<file path="config.mk">
export PLATFORM = sky130hd
export DESIGN_NAME = twist_ring_seq
export DESIGN_NICKNAME = d
export VERILOG_FILES = /design/src/rtl/twist_ring_pkg.sv /design/src/rtl/twist_ring_ctrl.sv /design/src/rtl/twist_ring_dp.sv /design/src/rtl/twist_ring_dec.sv /design/src/rtl/twist_ring_seq.sv
export SDC_FILE = /design/constraint.sdc
export NUM_CORES = 1
export LEC_CHECK = 0
export BUFFER_PORTS_ARGS = -buffer_cell sky130_fd_sc_hd__buf_2
export CORE_AREA = 2 2 39 41
export CTS_BUF_LIST = sky130_fd_sc_hd__clkbuf_2
export DETAILED_ROUTE_END_ITERATION = 6
export DIE_AREA = 0 0 41 43
export GPL_ROUTABILITY_DRIVEN = 0
export PLACE_DENSITY = 0.45
export REMOVE_ABC_BUFFERS = 1
export SYNTH_ARGS = -nofsm -noshare
export SYNTH_HDL_FRONTEND = slang
export SYNTH_HIERARCHICAL = 1
export SYNTH_SLANG_ARGS = --single-unit
</file>
<file path="constraint.sdc">
create_clock -name clk -period 3.2 [get_ports clk]
set_input_delay 0.64 -clock clk [delete_from_list [all_inputs] [get_ports clk]]
set_output_delay 0.64 -clock clk [all_outputs]
set_load 0.01 [all_outputs]
</file>
<file path="src/rtl/twist_ring_pkg.sv">
package twist_ring_pkg;
  // strobes from the control to the datapath
  typedef struct packed {
    logic clearAll;  // load all zeros on this edge
    logic advance;   // shift with inverted feedback on this edge
  } ringCtl_t;
endpackage

</file>
<file path="src/rtl/twist_ring_ctrl.sv">
module twist_ring_ctrl
  import twist_ring_pkg::*;
#(
  parameter int STAGES = 4
) (
  input  logic              clk,
  input  logic              rst,
  input  logic              countEn,
  input  logic [STAGES-1:0] stateQ,
  output logic              badPattern,
  output ringCtl_t          ctl
);
  localparam int NBOUND = STAGES - 1;

  logic [NBOUND-1:0] boundary;

  // one flag per adjacent pair whose bits differ, no wrap-around
  always_comb begin
    for (int k = 0; k < NBOUND; k++) begin
      boundary[k] = stateQ[k] ^ stateQ[k+1];
    end
  end

  assign badPattern = ($countones(boundary) > 1);

  always_comb begin
    ctl.clearAll = rst | (countEn & badPattern);
    ctl.advance  = ~rst & countEn & ~badPattern;
  end

  // an enabled edge on an illegal pattern lands on all zeros
  assert_recover_zero_R8: assert property (@(posedge clk) disable iff (rst)
    (countEn && badPattern) |=> (stateQ == '0));

  // the clear strobe and the shift strobe never coincide
  assert_strobe_excl_R2: assert property (@(posedge clk) disable iff (rst)
    !(ctl.clearAll && ctl.advance));
endmodule

</file>
<file path="src/rtl/twist_ring_dp.sv">
module twist_ring_dp
  import twist_ring_pkg::*;
#(
  parameter int              STAGES      = 4,
  parameter logic [STAGES-1:0] POWERUP_PAT = '0
) (
  input  logic              clk,
  input  logic              rst,
  input  ringCtl_t          ctl,
  output logic [STAGES-1:0] stateQ
);
  logic [STAGES-1:0] stateR = POWERUP_PAT;
  logic [STAGES-1:0] shifted;

  // stage 0 takes the inverted last stage, the rest move up one place
  always_comb begin
    shifted[0] = ~stateR[STAGES-1];
    for (int k = 1; k < STAGES; k++) begin
      shifted[k] = stateR[k-1];
    end
  end

  always_ff @(posedge clk) begin
    if (ctl.clearAll) begin
      stateR <= '0;
    end else if (ctl.advance) begin
      stateR <= shifted;
    end
  end

  assign stateQ = stateR;

  // a legal step flips exactly one stage
  assert_one_flip_R4: assert property (@(posedge clk) disable iff (rst)
    ctl.advance |=> ($countones(stateR ^ $past(stateR)) == 1));

  // no strobe, no change
  assert_hold_R10: assert property (@(posedge clk) disable iff (rst)
    (!ctl.advance && !ctl.clearAll) |=> $stable(stateR));
endmodule

</file>
<file path="src/rtl/twist_ring_dec.sv">
module twist_ring_dec #(
  parameter int STAGES = 4
) (
  input  logic [STAGES-1:0]   stateQ,
  input  logic                badPattern,
  output logic [2*STAGES-1:0] stepHot
);
  localparam int STEPS = 2 * STAGES;

  logic [STEPS-1:0] raw;

  // both ends low / both ends high
  assign raw[0]      = ~stateQ[0] & ~stateQ[STAGES-1];
  assign raw[STAGES] =  stateQ[0] &  stateQ[STAGES-1];

  // fill front at k, drain front at k
  for (genvar k = 1; k < STAGES; k++) begin : g_front
    assign raw[k]        =  stateQ[k-1] & ~stateQ[k];
    assign raw[STAGES+k] = ~stateQ[k-1] &  stateQ[k];
  end

  assign stepHot = badPattern ? '0 : raw;
endmodule

</file>
<file path="src/rtl/twist_ring_seq.sv">
module twist_ring_seq
  import twist_ring_pkg::*;
#(
  parameter int                STAGES      = 4,
  parameter logic [STAGES-1:0] POWERUP_PAT = '0
) (
  input  logic                clk,
  input  logic                rst,
  input  logic                countEn,
  output logic [STAGES-1:0]   stageQ,
  output logic [2*STAGES-1:0] stepHot,
  output logic                badPattern
);
  ringCtl_t ctl;

  twist_ring_ctrl #(.STAGES(STAGES)) u_ctrl (
    .clk(clk), .rst(rst), .countEn(countEn),
    .stateQ(stageQ), .badPattern(badPattern), .ctl(ctl)
  );

  twist_ring_dp #(.STAGES(STAGES), .POWERUP_PAT(POWERUP_PAT)) u_dp (
    .clk(clk), .rst(rst), .ctl(ctl), .stateQ(stageQ)
  );

  twist_ring_dec #(.STAGES(STAGES)) u_dec (
    .stateQ(stageQ), .badPattern(badPattern), .stepHot(stepHot)
  );

  // first cycle after reset sees all zeros
  assert_reset_zero_R2: assert property (@(posedge clk) disable iff (rst)
    $fell(rst) |-> (stageQ == '0));

  // a legal pattern gives exactly one step bit
  assert_one_step_R5: assert property (@(posedge clk) disable iff (rst)
    !badPattern |-> ($countones(stepHot) == 1));

  // an illegal pattern gives no step bit
  assert_quiet_bad_R9: assert property (@(posedge clk) disable iff (rst)
    badPattern |-> (stepHot == '0));
endmodule

</file>
# Word level (Yosys, flattened, before mapping)
# Index checks and enable logic that the tools add are counted.
# totals
in_bits,3
elab_cells,26
reg_bits,4
# classes
n_lt_le_gt_ge,1
n_mux,1
n_bitwise,21
n_addsub,2
# ops
operator,n
$add 32x1->32,1
$gt 32x2->1 const B,1
$and 1x1->1,11
$mux 8,1
$not 1->1,6
$xor 1x1->1,3
$add 1x1->2,1
$or 1x1->1,1

# Depth between registers and ports, before layout
# Gate-level depths: netlist of the first run.
# logic_depth
depth_word,6
depth_mapped,7
depth_no_buf,5

# By module
# The synthesis of the first run kept the hierarchy.
# modules_own_cells
mod,cells_per_inst,area_each_um2,n_inst,seq_area_each_um2
twist_ring_dp,16,171.4,1,80.1
twist_ring_ctrl,9,82.6,1,0.0
twist_ring_dec,9,65.1,1,0.0

# Least setup slack after synthesis of the first run
# No wires, ideal clock.
# synth_timing
path_kind,register -> output
start,"register u_dp.stateR[1], in the netlist u_dp/stateQ[1]"
end,output port stepHot[1]
n_path_buf,2
arrival_time_ns,1.656
setup_slack_ns,0.904
path_stages_with_launch,7
cell_sequence,dfxtp_1 > buf_4 > xor2_1 > ha_1 > a21o_2 > clkbuf_2 > nor3b_1
# synth_via
elab_chain_len,5
word_cells_on_any_way,8
cone_classes,add/sub: 2; order compare: 1; mux: 1; bitwise: 4
# synth_lines
item,line_no,text
start: declaration,twist_ring_dp.sv:12,logic [STAGES-1:0] stateR = POWERUP_PAT;
start signal: assignment,twist_ring_dp.sv:27,stateR <= shifted;
$xor 1x1->1,twist_ring_ctrl.sv:20,boundary[k] = stateQ[k] ^ stateQ[k+1];
$add 1x1->2 (not written as such) (*),twist_ring_ctrl.sv:24,assign badPattern = ($countones(boundary) > 1);
$add 32x1->32 (not written as such) (*),twist_ring_ctrl.sv:24,
$gt 32x2->1 (*),twist_ring_ctrl.sv:24,
net badPattern,twist_ring_seq.sv:12,output logic badPattern
$mux 8 (*),twist_ring_dec.sv:22,assign stepHot = badPattern ? '0 : raw;
end: declaration,twist_ring_seq.sv:11,"output logic [2*STAGES-1:0] stepHot,"
# Mark *: on every way through the listed nets, which the timed path passes. The rest lies on a longest branch.

# Worst setup path after layout of the first run
# layout_timing
start,"register u_dp.stateR[1], in the netlist u_dp/stateQ[1]"
end,output port stepHot[5]
# layout_via
elab_chain_len,5
word_cells_on_any_way,7
cone_classes,add/sub: 2; order compare: 1; mux: 1; bitwise: 3
# layout_lines
item,line_no
$xor 1x1->1,twist_ring_ctrl.sv:20
$add 1x1->2 (not written as such),twist_ring_ctrl.sv:24
$add 32x1->32 (not written as such),twist_ring_ctrl.sv:24
$gt 32x2->1,twist_ring_ctrl.sv:24
$mux 8 (*),twist_ring_dec.sv:22
# Every way passes the cells marked *; elsewhere a longest branch is shown, timed or not.

==> results of run 1 <==
metrics by stage:
| stage | hold slack (ns) | instances |
|---|---|---|
| after floorplan | 0.605 | 29 |
| after global placement | 0.628 | 60 |
| after detailed placement | 0.622 | 60 |
| after CTS | 0.634 | 63 |
| after global routing | 0.679 | 63 |
| final | 0.636 | 63 |
per-layer routing:
| layer | track usage | share of wire | routed length [um] | up-vias |
|---|---|---|---|---|
| met4 | 0.0800 | 0 | 0 | 0 |
| met3 | 0.0314 | 0.043 | 30 | 0 |
| met1 | 0.106 | 0.47 | 326 | 139 |
| met2 | 0.134 | 0.48 | 336 | 4 |
| li1 | - | - | - | 143 |
| met5 | 0 | 0 | 0 | - |
power groups by stage:
stage	combinational, mW	sequential (mW)	clock, mW
floorplan	0.0143	0.0555	0
global placement	0.0227	0.0558	0
detailed placement	0.0225	0.0556	0
CTS	0.0227	0.0547	0.0493
global route	0.0248	0.0550	0.0521
finish	0.0226	0.0548	0.0455
final cells by class:
cell class / count / area (sq um)
multi-input combinational: 24 / 196
inverter: 1 / 3.75
fill: 156 / 993
clock buffer: 3 / 15.0
tap: 16 / 20.0
sequential: 4 / 80.1
timing repair buffer: 15 / 75.1
cell families (layout without fill, tap and decap cells):
| group | Yosys count | after routing | share of synthesized area |
|---|---|---|---|
| flops | 4 | 4 | 0.251 |
| compound gates | 5 | 5 | 0.165 |
| fa+ha+maj | 1 | 1 | 0.0392 |
| simple gates | 12 | 12 | 0.235 |
| mux | 3 | 3 | 0.0941 |
| xor+xnor | 3 | 3 | 0.0824 |
| buf+inv | 6 | 19 | 0.133 |
Yosys cell counts:
master,number
buf_4,3
a211oi_2,1
and3b_2,1
a2111oi_2,1
inv_1,1
clkbuf_2,1
a31o_2,1
a21o_1,1
ha_1,1
buf_6,1
nor2_1,4
a21o_2,1
nor3b_1,6
nor3_1,1
xor2_1,3
dfxtp_1,4
mux2i_1,3
worst paths after layout:
kind,start,endpoint,slack (ns),cells after the start
worst max-delay path,u_dp/stateQ[1],stepHot[5],0.77,5
worst min-delay path,u_dp/stateQ[0],u_dp/stateQ[1],0.64,2
worst min register to register,u_dp/stateQ[0],u_dp/stateQ[1],0.64,2
worst max register to register,u_dp/stateQ[1],u_dp/stateQ[2],1.09,5
critical path, delay by kind of cell, from the launching register on:
family / cells / cell delay, ns
flops: 1 / 0.49
xor+xnor: 1 / 0.19
buf+inv: 1 / 0.16
simple gates: 1 / 0.20
fa+ha+maj: 1 / 0.29
compound gates: 1 / 0.26
==> flow_summary.json, run 1 <==
{
  "worst_pin_slew_ns": 0.808,
  "cts-root-buf": "clkbuf_2",
  "power_frac_comb": 0.184,
  "clockPowerShare": 0.370,
  "io_buffers": 15,
  "layout_common_cells": "buf_2, nor3b_1, nor2_1, dfxtp_1",
  "vias_per_cell": 4.54,
  "tns_ns": 0,
  "nets": 53,
  "clk_pin_slew_ns": 0.04,
  "synth_top_area_frac": 0.251,
  "min_path_type": "flip-flop to flip-flop",
  "largest_reg_flops": 4,
  "clk_path_buf_depth": 2,
  "antenna_found_initial": 0,
  "power_frac_seq": 0.445,
  "finalSetupViolCount": 0,
  "power.leakage_nw": 0.224,
  "grt_pass1_wl_um": 1080,
  "grt_usage": 0.0945,
  "intPower_mw": 0.0873,
  "drc": 0,
  "ctsResizeCount": 0,
  "vdd_drop_max_v": 0.000135,
  "synth_top_cell_by_area": "dfxtp_1",
  "cp_max_fo": 9,
  "slowest_stage": "dfxtp_1",
  "first_pass_iters": 3,
  "htree_levels": 1,
  "die_area_sq_mm": 0.00176,
  "cts_tree": "built",
  "synth_warnings": 6,
  "avgRoutedWirePerCell_um": 11.0,
  "maxSlewViolCount": 0,
  "hold_buffers": 0,
  "ant_nets": 0,
  "cts_sinks": 4,
  "outcome": "complete, no violations",
  "grt_overflow": 0,
  "startpoint_type": "flip-flop",
  "placedInstanceArea_sq_um": 375,
  "synth.yosys.seq_area_share": 0.251,
  "first_iter_violations": 3,
  "path_class": "flip-flop to output port",
  "final-hold-violation-count": 0,
  "setup_ws_ns": 0.766,
  "die_w_um": 41,
  "crit_required_ns": 2.56,
  "numCtsBuffers": 3,
  "antenna_cells": 0,
  "p_total_mw": 0.123,
  "fin_crit_sh": 0.761,
  "syn_to_final_growth_pct": 22.4,
  "drive_above_1_share": 0.489,
  "core_area_sq_mm": 0.00138,
  "syn_area_per_cell_sq_um": 9.38,
  "p_sw_mw": 0.0357,
  "grt_pass1_vias": 251,
  "ys_seq_elements": 4,
  "postLayoutCellArea_sq_um": 390,
  "fp-row-count": 14,
  "synth.top_cells.by_area": "dfxtp_1, nor3b_1, mux2i_1, xor2_1, buf_4",
  "arrival_ns": 1.79,
  "vias": 286,
  "cts_setup_buffers": 0,
  "critPathMaxStageDelay_ns": 0.49,
  "max-cap-violations": 0,
  "syn-instance-count": 34,
  "io_pins": 16,
  "grt_max_degree": 10,
  "wirelength_um": 693,
  "switching_share": 0.290,
  "relSlewSlack": 0.461,
  "fin_crit_ns": 2.43,
  "power_density_mw_per_mm2": 315,
  "rsz0062_at_grt": "no",
  "syn-cell-area_sq_um": 319,
  "final_common_cell": "buf_2",
  "ys_types": 17,
  "critical_path.cell_chain": "xor2_1, ha_1, a21o_2, nor3b_1, buf_2",
  "endpoint_kind": "output port",
  "die_h_um": 43,
  "fmax_mhz": 411,
  "fin_skew_ns": 0.00205,
  "start_util": 0.231,
  "utilization": 0.282,
  "clk_latency_ns": 0.20,
  "pre_cts_ws_ns": 0.985
}
Power figures use the tool's default switching activity.
==> run 2: changes to the inputs <==
--- a/config.mk
+++ b/config.mk
@@ -11,7 +11,7 @@
 export DETAILED_ROUTE_END_ITERATION = 6
 export DIE_AREA = 0 0 41 43
 export GPL_ROUTABILITY_DRIVEN = 0
-export PLACE_DENSITY = 0.45
+export PLACE_DENSITY = 0.47
 export REMOVE_ABC_BUFFERS = 1
 export SYNTH_ARGS = -nofsm -noshare
 export SYNTH_HDL_FRONTEND = slang
==> constraint.sdc (replaced) <==
create_clock -name clk -period 2.2 [get_ports clk]
set_input_delay 0.44 -clock clk [delete_from_list [all_inputs] [get_ports clk]]
set_output_delay 0.44 -clock clk [all_outputs]
set_load 0.01 [all_outputs]
==> run 2 against run 1 <==
Compared with the run above: sequential power is 39% higher; global-route usage increased by 1.0 points; flip-flop and latch count is the same; clock skew rose by 0.0071 ns; highest routed layer unchanged; clock power up 47%; count of clock-buffer cells in the layout unchanged; cell count increased by 9.5%; routed wire length increased by 6.6%; first-iteration DRC count decreased by 33%.
==> flow_summary.json, run 2 (synthesized netlist as in run 1, its figures left out) <==
{
  "antenna_cells": 0,
  "cts-root-buf": "clkbuf_2",
  "grt_overflow": 0,
  "first_pass_iters": 2,
  "grt_max_degree": 10,
  "numCtsBuffers": 3,
  "path_class": "flip-flop to output port",
  "largest_reg_flops": 4,
  "die_area_sq_mm": 0.00176,
  "slowest_stage": "ha_1",
  "power_frac_seq": 0.408,
  "r2r_start": "u_dp/stateQ[3]",
  "max-cap-violations": 0,
  "hold_start": "u_dp/stateQ[3]",
  "intPower_mw": 0.133,
  "power.leakage_nw": 0.260,
  "postLayoutCellArea_sq_um": 447,
  "fp-row-count": 14,
  "switching_share": 0.287,
  "cts_sinks": 4,
  "num-fill-cells": 147,
  "utilization": 0.323,
  "core_area_sq_mm": 0.00138,
  "first_iter_violations": 2,
  "die_h_um": 43,
  "critPathMaxStageDelay_ns": 0.32,
  "fin_skew_ns": 0.00912,
  "die_w_um": 41,
  "final_common_cell": "buf_2",
  "nets": 59,
  "start_util": 0.231,
  "worst_pin_slew_ns": 0.331,
  "vias_per_cell": 4.48,
  "grt_usage": 0.105,
  "io_buffers": 15,
  "dpl.hpwl_um": 548,
  "fmax_mhz": 492,
  "grt_pass1_wl_um": 1230,
  "vias": 309,
  "avgRoutedWirePerCell_um": 10.7,
  "p_sw_mw": 0.0536,
  "power_density_mw_per_mm2": 418,
  "maxSlewViolCount": 0,
  "placedInstanceArea_sq_um": 413,
  "rsz0062_at_grt": "no",
  "clockPowerShare": 0.358,
  "ant_nets": 0,
  "layout_common_cells": "buf_2, buf_4, nor3b_1",
  "vdd_drop_max_v": 0.000299,
  "fin_crit_ns": 2.03,
  "syn_to_final_growth_pct": 40.0,
  "relSlewSlack": 0.778,
  "critical_path.cell_chain": "xor2_1, ha_1, a21o_4, nor3b_1, buf_2",
  "crit_required_ns": 1.76,
  "whs_ns": 0.603,
  "clk_latency_ns": 0.21,
  "p_total_mw": 0.187,
  "power_frac_comb": 0.235,
  "clk_path_buf_depth": 2,
  "startpoint_type": "flip-flop",
  "htree_levels": 1,
  "wirelength_um": 739,
  "critPathBufInv": 1,
  "clk_pin_slew_ns": 0.05,
  "drive_above_1_share": 0.566,
  "finalSetupViolCount": 0,
  "cts_tree": "built",
  "cp_top_family": "adder cells",
  "antenna_found_initial": 0,
  "cp_max_fo": 9,
  "io_pins": 16,
  "final-hold-violation-count": 0,
  "endpoint_kind": "output port",
  "arrival_ns": 1.59,
  "grt_pass1_vias": 312,
  "critPathLaunch": "u_dp/stateQ[3]",
  "fin_crit_sh": 0.923,
  "drc": 0,
  "min_path_type": "flip-flop to flip-flop",
  "tns_ns": 0,
  "outcome": "complete, no violations"
}
## run 2: tightest hold or removal path, stage by stage, from the launching register on
cell	delay, ns
dfxtp_1	0.34
buf_4	0.16
a211oi_2	0.07
## run 2: through the flow
stage / std cells / setup WS (ns)
3_3_place_gp: 65 / 0.355
2_1_floorplan: 29 / 0.220
5_1_grt: 69 / 0.0410
3_5_place_dp: 65 / 0.339
4_1_cts: 68 / 0.0855
6_report: 69 / 0.169
## run 2: worst paths after layout
path,endpoint,slack (ns),depth (start not counted)
worst max register to register,u_dp/stateQ[2],0.42,7
worst min-delay path,u_dp/stateQ[0],0.60,2
worst max-delay path,stepHot[5],0.17,5
worst min register to register,u_dp/stateQ[0],0.60,2
## run 2: layer usage
layer / GRT usage / vias to the layer above / share of wire
li1: - / 158 / -
met1: 0.119 / 139 / 0.48
met4: 0.0400 / 0 / 0
met2: 0.153 / 12 / 0.44
met5: 0 / - / 0
met3: 0.0628 / 0 / 0.078
## run 2: area by class of cell
| type | count | area [sq um] | area share |
|---|---|---|---|
| sequential | 4 | 80.1 | 0.179 |
| tap | 16 | 20.0 | 0.0448 |
| timing repair buffer | 21 | 120 | 0.269 |
| multi-input combinational | 24 | 208 | 0.465 |
| clock buffer | 3 | 15.0 | 0.0336 |
| inverter | 1 | 3.75 | 0.00840 |
## run 2: power by group through the flow
stage          clock, mW  sequential, mW  combinational [mW]
2_1_floorplan          0          0.0807              0.0208
3_5_place_dp           0          0.0775              0.0405
6_report          0.0668          0.0761              0.0438
3_3_place_gp           0          0.0776              0.0405
5_1_grt           0.0762          0.0762              0.0492
4_1_cts           0.0734          0.0761              0.0408
## run 2: timing repair
item                       in CTS  in global routing
setup buffers                   0                  1
hold buffers                    0                  0
setup endpoints to repair       0                  4
gates resized for setup         0                  2
==> run 3: changes to the inputs <==
--- a/config.mk
+++ b/config.mk
@@ -6,10 +6,10 @@
 export NUM_CORES = 1
 export LEC_CHECK = 0
 export BUFFER_PORTS_ARGS = -buffer_cell sky130_fd_sc_hd__buf_2
-export CORE_AREA = 2 2 39 41
+export CORE_AREA = 10 10 47 49
 export CTS_BUF_LIST = sky130_fd_sc_hd__clkbuf_2
 export DETAILED_ROUTE_END_ITERATION = 6
-export DIE_AREA = 0 0 41 43
+export DIE_AREA = 0 0 57 59
 export GPL_ROUTABILITY_DRIVEN = 0
 export PLACE_DENSITY = 0.47
 export REMOVE_ABC_BUFFERS = 1
==> run 3 against run 2 <==
Compared with the run above: die area increased by 91%; cell area decreased by 3.6%; register-to-register slack improved by 0.08 ns; fmax decreased by 2.3%; first-iteration DRC count increased to 4.5 times the previous value; setup slack got worse by 0.047 ns; routed wire length increased by 12%; largest cell class unchanged; sequential power increased by 2%; cell count decreased by 2.9%; via count decreased by 2.9%.
==> flow_summary.json, run 3 (synthesized netlist as in run 1, its figures left out) <==
{
  "outcome": "complete, no violations",
  "numCtsBuffers": 3,
  "core_area_sq_mm": 0.00140,
  "cts_tree": "built",
  "max-cap-violations": 0,
  "vdd_drop_max_v": 0.000254,
  "hold_buffers": 0,
  "setup_ws_ns": 0.122,
  "rsz0062_at_grt": "no",
  "dpl.hpwl_um": 660,
  "clockPowerShare": 0.353,
  "fmax_mhz": 481,
  "cp_max_fo": 9,
  "crit_required_ns": 1.76,
  "grt_max_degree": 10,
  "htree_levels": 1,
  "endpoint_kind": "output port",
  "maxSlewViolCount": 0,
  "power_density_mw_per_mm2": 417,
  "cts-root-buf": "clkbuf_2",
  "antenna_cells": 0,
  "clk_latency_ns": 0.20,
  "clk_path_buf_depth": 2,
  "fin_crit_ns": 2.08,
  "min_path_type": "flip-flop to flip-flop",
  "final_common_cell": "buf_2",
  "worst-r2r-setup-slack_ns": 0.50,
  "worst_pin_slew_ns": 0.321,
  "num-fill-cells": 161,
  "grt_overflow": 0,
  "antenna_found_initial": 0,
  "switching_share": 0.280,
  "final_cells": 67,
  "rr_endpoint": "u_dp/stateQ[2]",
  "wirelength_um": 830,
  "die_h_um": 59,
  "use_met1": 0.0473,
  "vias_per_cell": 4.48,
  "postLayoutCellArea_sq_um": 430,
  "io_pins": 16,
  "die_w_um": 57,
  "path_class": "flip-flop to output port",
  "vias": 300,
  "finalSetupViolCount": 0,
  "rr_worst_depth": 6,
  "first_iter_violations": 9,
  "intPower_mw": 0.129,
  "fin_crit_sh": 0.945,
  "met3_usage": 0.0279,
  "drc": 0,
  "hold_start": "u_dp/stateQ[0]",
  "cts_setup_buffers": 0,
  "p_sw_mw": 0.0502,
  "fin_skew_ns": 0.00215,
  "arrival_ns": 1.64,
  "power.leakage_nw": 0.246,
  "final-hold-violation-count": 0,
  "hold_end": "u_dp/stateQ[1]",
  "layout_common_cells": "buf_2, nor3b_1, buf_4, nor2_1",
  "grt_pass1_wl_um": 1280,
  "r2r_start": "u_dp/stateQ[0]",
  "largest_reg_flops": 4,
  "avgRoutedWirePerCell_um": 12.4,
  "slowest_stage": "dfxtp_4",
  "nets": 57,
  "critical_path.cell_chain": "xor2_1, ha_1, a21o_4, nor3b_1, buf_2",
  "grt_pass1_vias": 265,
  "tns_ns": 0,
  "power_frac_seq": 0.434,
  "die_area_sq_mm": 0.00336,
  "clk_pin_slew_ns": 0.04,
  "ant_nets": 0,
  "busiest_layer": "met2",
  "grt_use_met2": 0.0853,
  "first_pass_iters": 3,
  "hold_path_depth": 2,
  "io_buffers": 15,
  "relSlewSlack": 0.785,
  "placedInstanceArea_sq_um": 405,
  "startpoint_type": "flip-flop",
  "start_util": 0.228,
  "syn_to_final_growth_pct": 34.9,
  "power_frac_comb": 0.213,
  "drive_above_1_share": 0.549,
  "cts_sinks": 4,
  "grt_usage": 0.0479,
  "critPathMaxStageDelay_ns": 0.36,
  "pre_cts_ws_ns": 0.219,
  "fp-row-count": 14,
  "dpl.cell_count": 64
}
[run 3: cell count changes in the layout (fill, tap and decap cells not counted)]
cell     previous run  this run
buf_4               6         4
dfxtp_1             4         3
dfxtp_4             0         1
nor3b_1             5         6
nor3b_2             1         0
[run 3: power groups by stage]
stage / clock (mW) / sequential (mW) / combinational, mW
2_1_floorplan: 0 / 0.0807 / 0.0208
5_1_grt: 0.0700 / 0.0783 / 0.0412
3_3_place_gp: 0 / 0.0790 / 0.0379
4_1_cts: 0.0666 / 0.0783 / 0.0378
6_report: 0.0634 / 0.0779 / 0.0382
3_5_place_dp: 0 / 0.0792 / 0.0375
[run 3: repair_timing]
| action | CTS | global route |
|---|---|---|
| pin swaps | 0 | 1 |
| gates resized for setup | 1 | 2 |
| endpoints found under the setup margin | 4 | 4 |
| hold endpoints to repair | 0 | 0 |
[run 3: critical path: cells and delay by family, from the launching register on]
kind	cells	cell delay, ns
AND/OR/NAND/NOR	1	0.19
adder cells (fa/ha/maj)	1	0.33
XOR/XNOR	1	0.14
AO/OA/AOI/OAI	1	0.25
flip-flops	1	0.36
buffers and inverters	1	0.16
[run 3: how the worst max path moves through the flow]
stage                        start          to  slack (ns)  cells past startpoint
floorplan           u_dp/stateQ[1]  stepHot[1]        0.22                      4
global placement    u_dp/stateQ[0]  stepHot[5]        0.25                      5
detailed placement  u_dp/stateQ[0]  stepHot[5]        0.22                      5
CTS                 u_dp/stateQ[0]  stepHot[5]        0.07                      5
global route        u_dp/stateQ[0]  stepHot[3]       0.004                      5
finish              u_dp/stateQ[0]  stepHot[1]        0.12                      5
[run 3: final cells by class]
cell class	instances	area (sq um)	area share
repair buffers	19	105	0.244
inverters	1	3.75	0.00872
well taps	16	20.0	0.0465
clock buffers	3	15.0	0.0349
flip-flops and latches	4	83.8	0.195
multi-input cells	24	203	0.471
[run 3: metal layers]
metal | share of wire | vias up
met5 | 0 | -
met4 | 0 | 0
met2 | 0.53 | 5
met1 | 0.42 | 143
met3 | 0.045 | 0
li1 | - | 152
[run 3: stage by stage]
step | total power, mW | hold slack (ns) | util
2_1_floorplan | 0.102 | 0.605 | -
4_1_cts | 0.183 | 0.571 | 0.301
3_5_place_dp | 0.117 | 0.595 | 0.289
5_1_grt | 0.190 | 0.603 | 0.307
3_3_place_gp | 0.117 | 0.602 | 0.289
6_report | 0.179 | 0.570 | 0.307
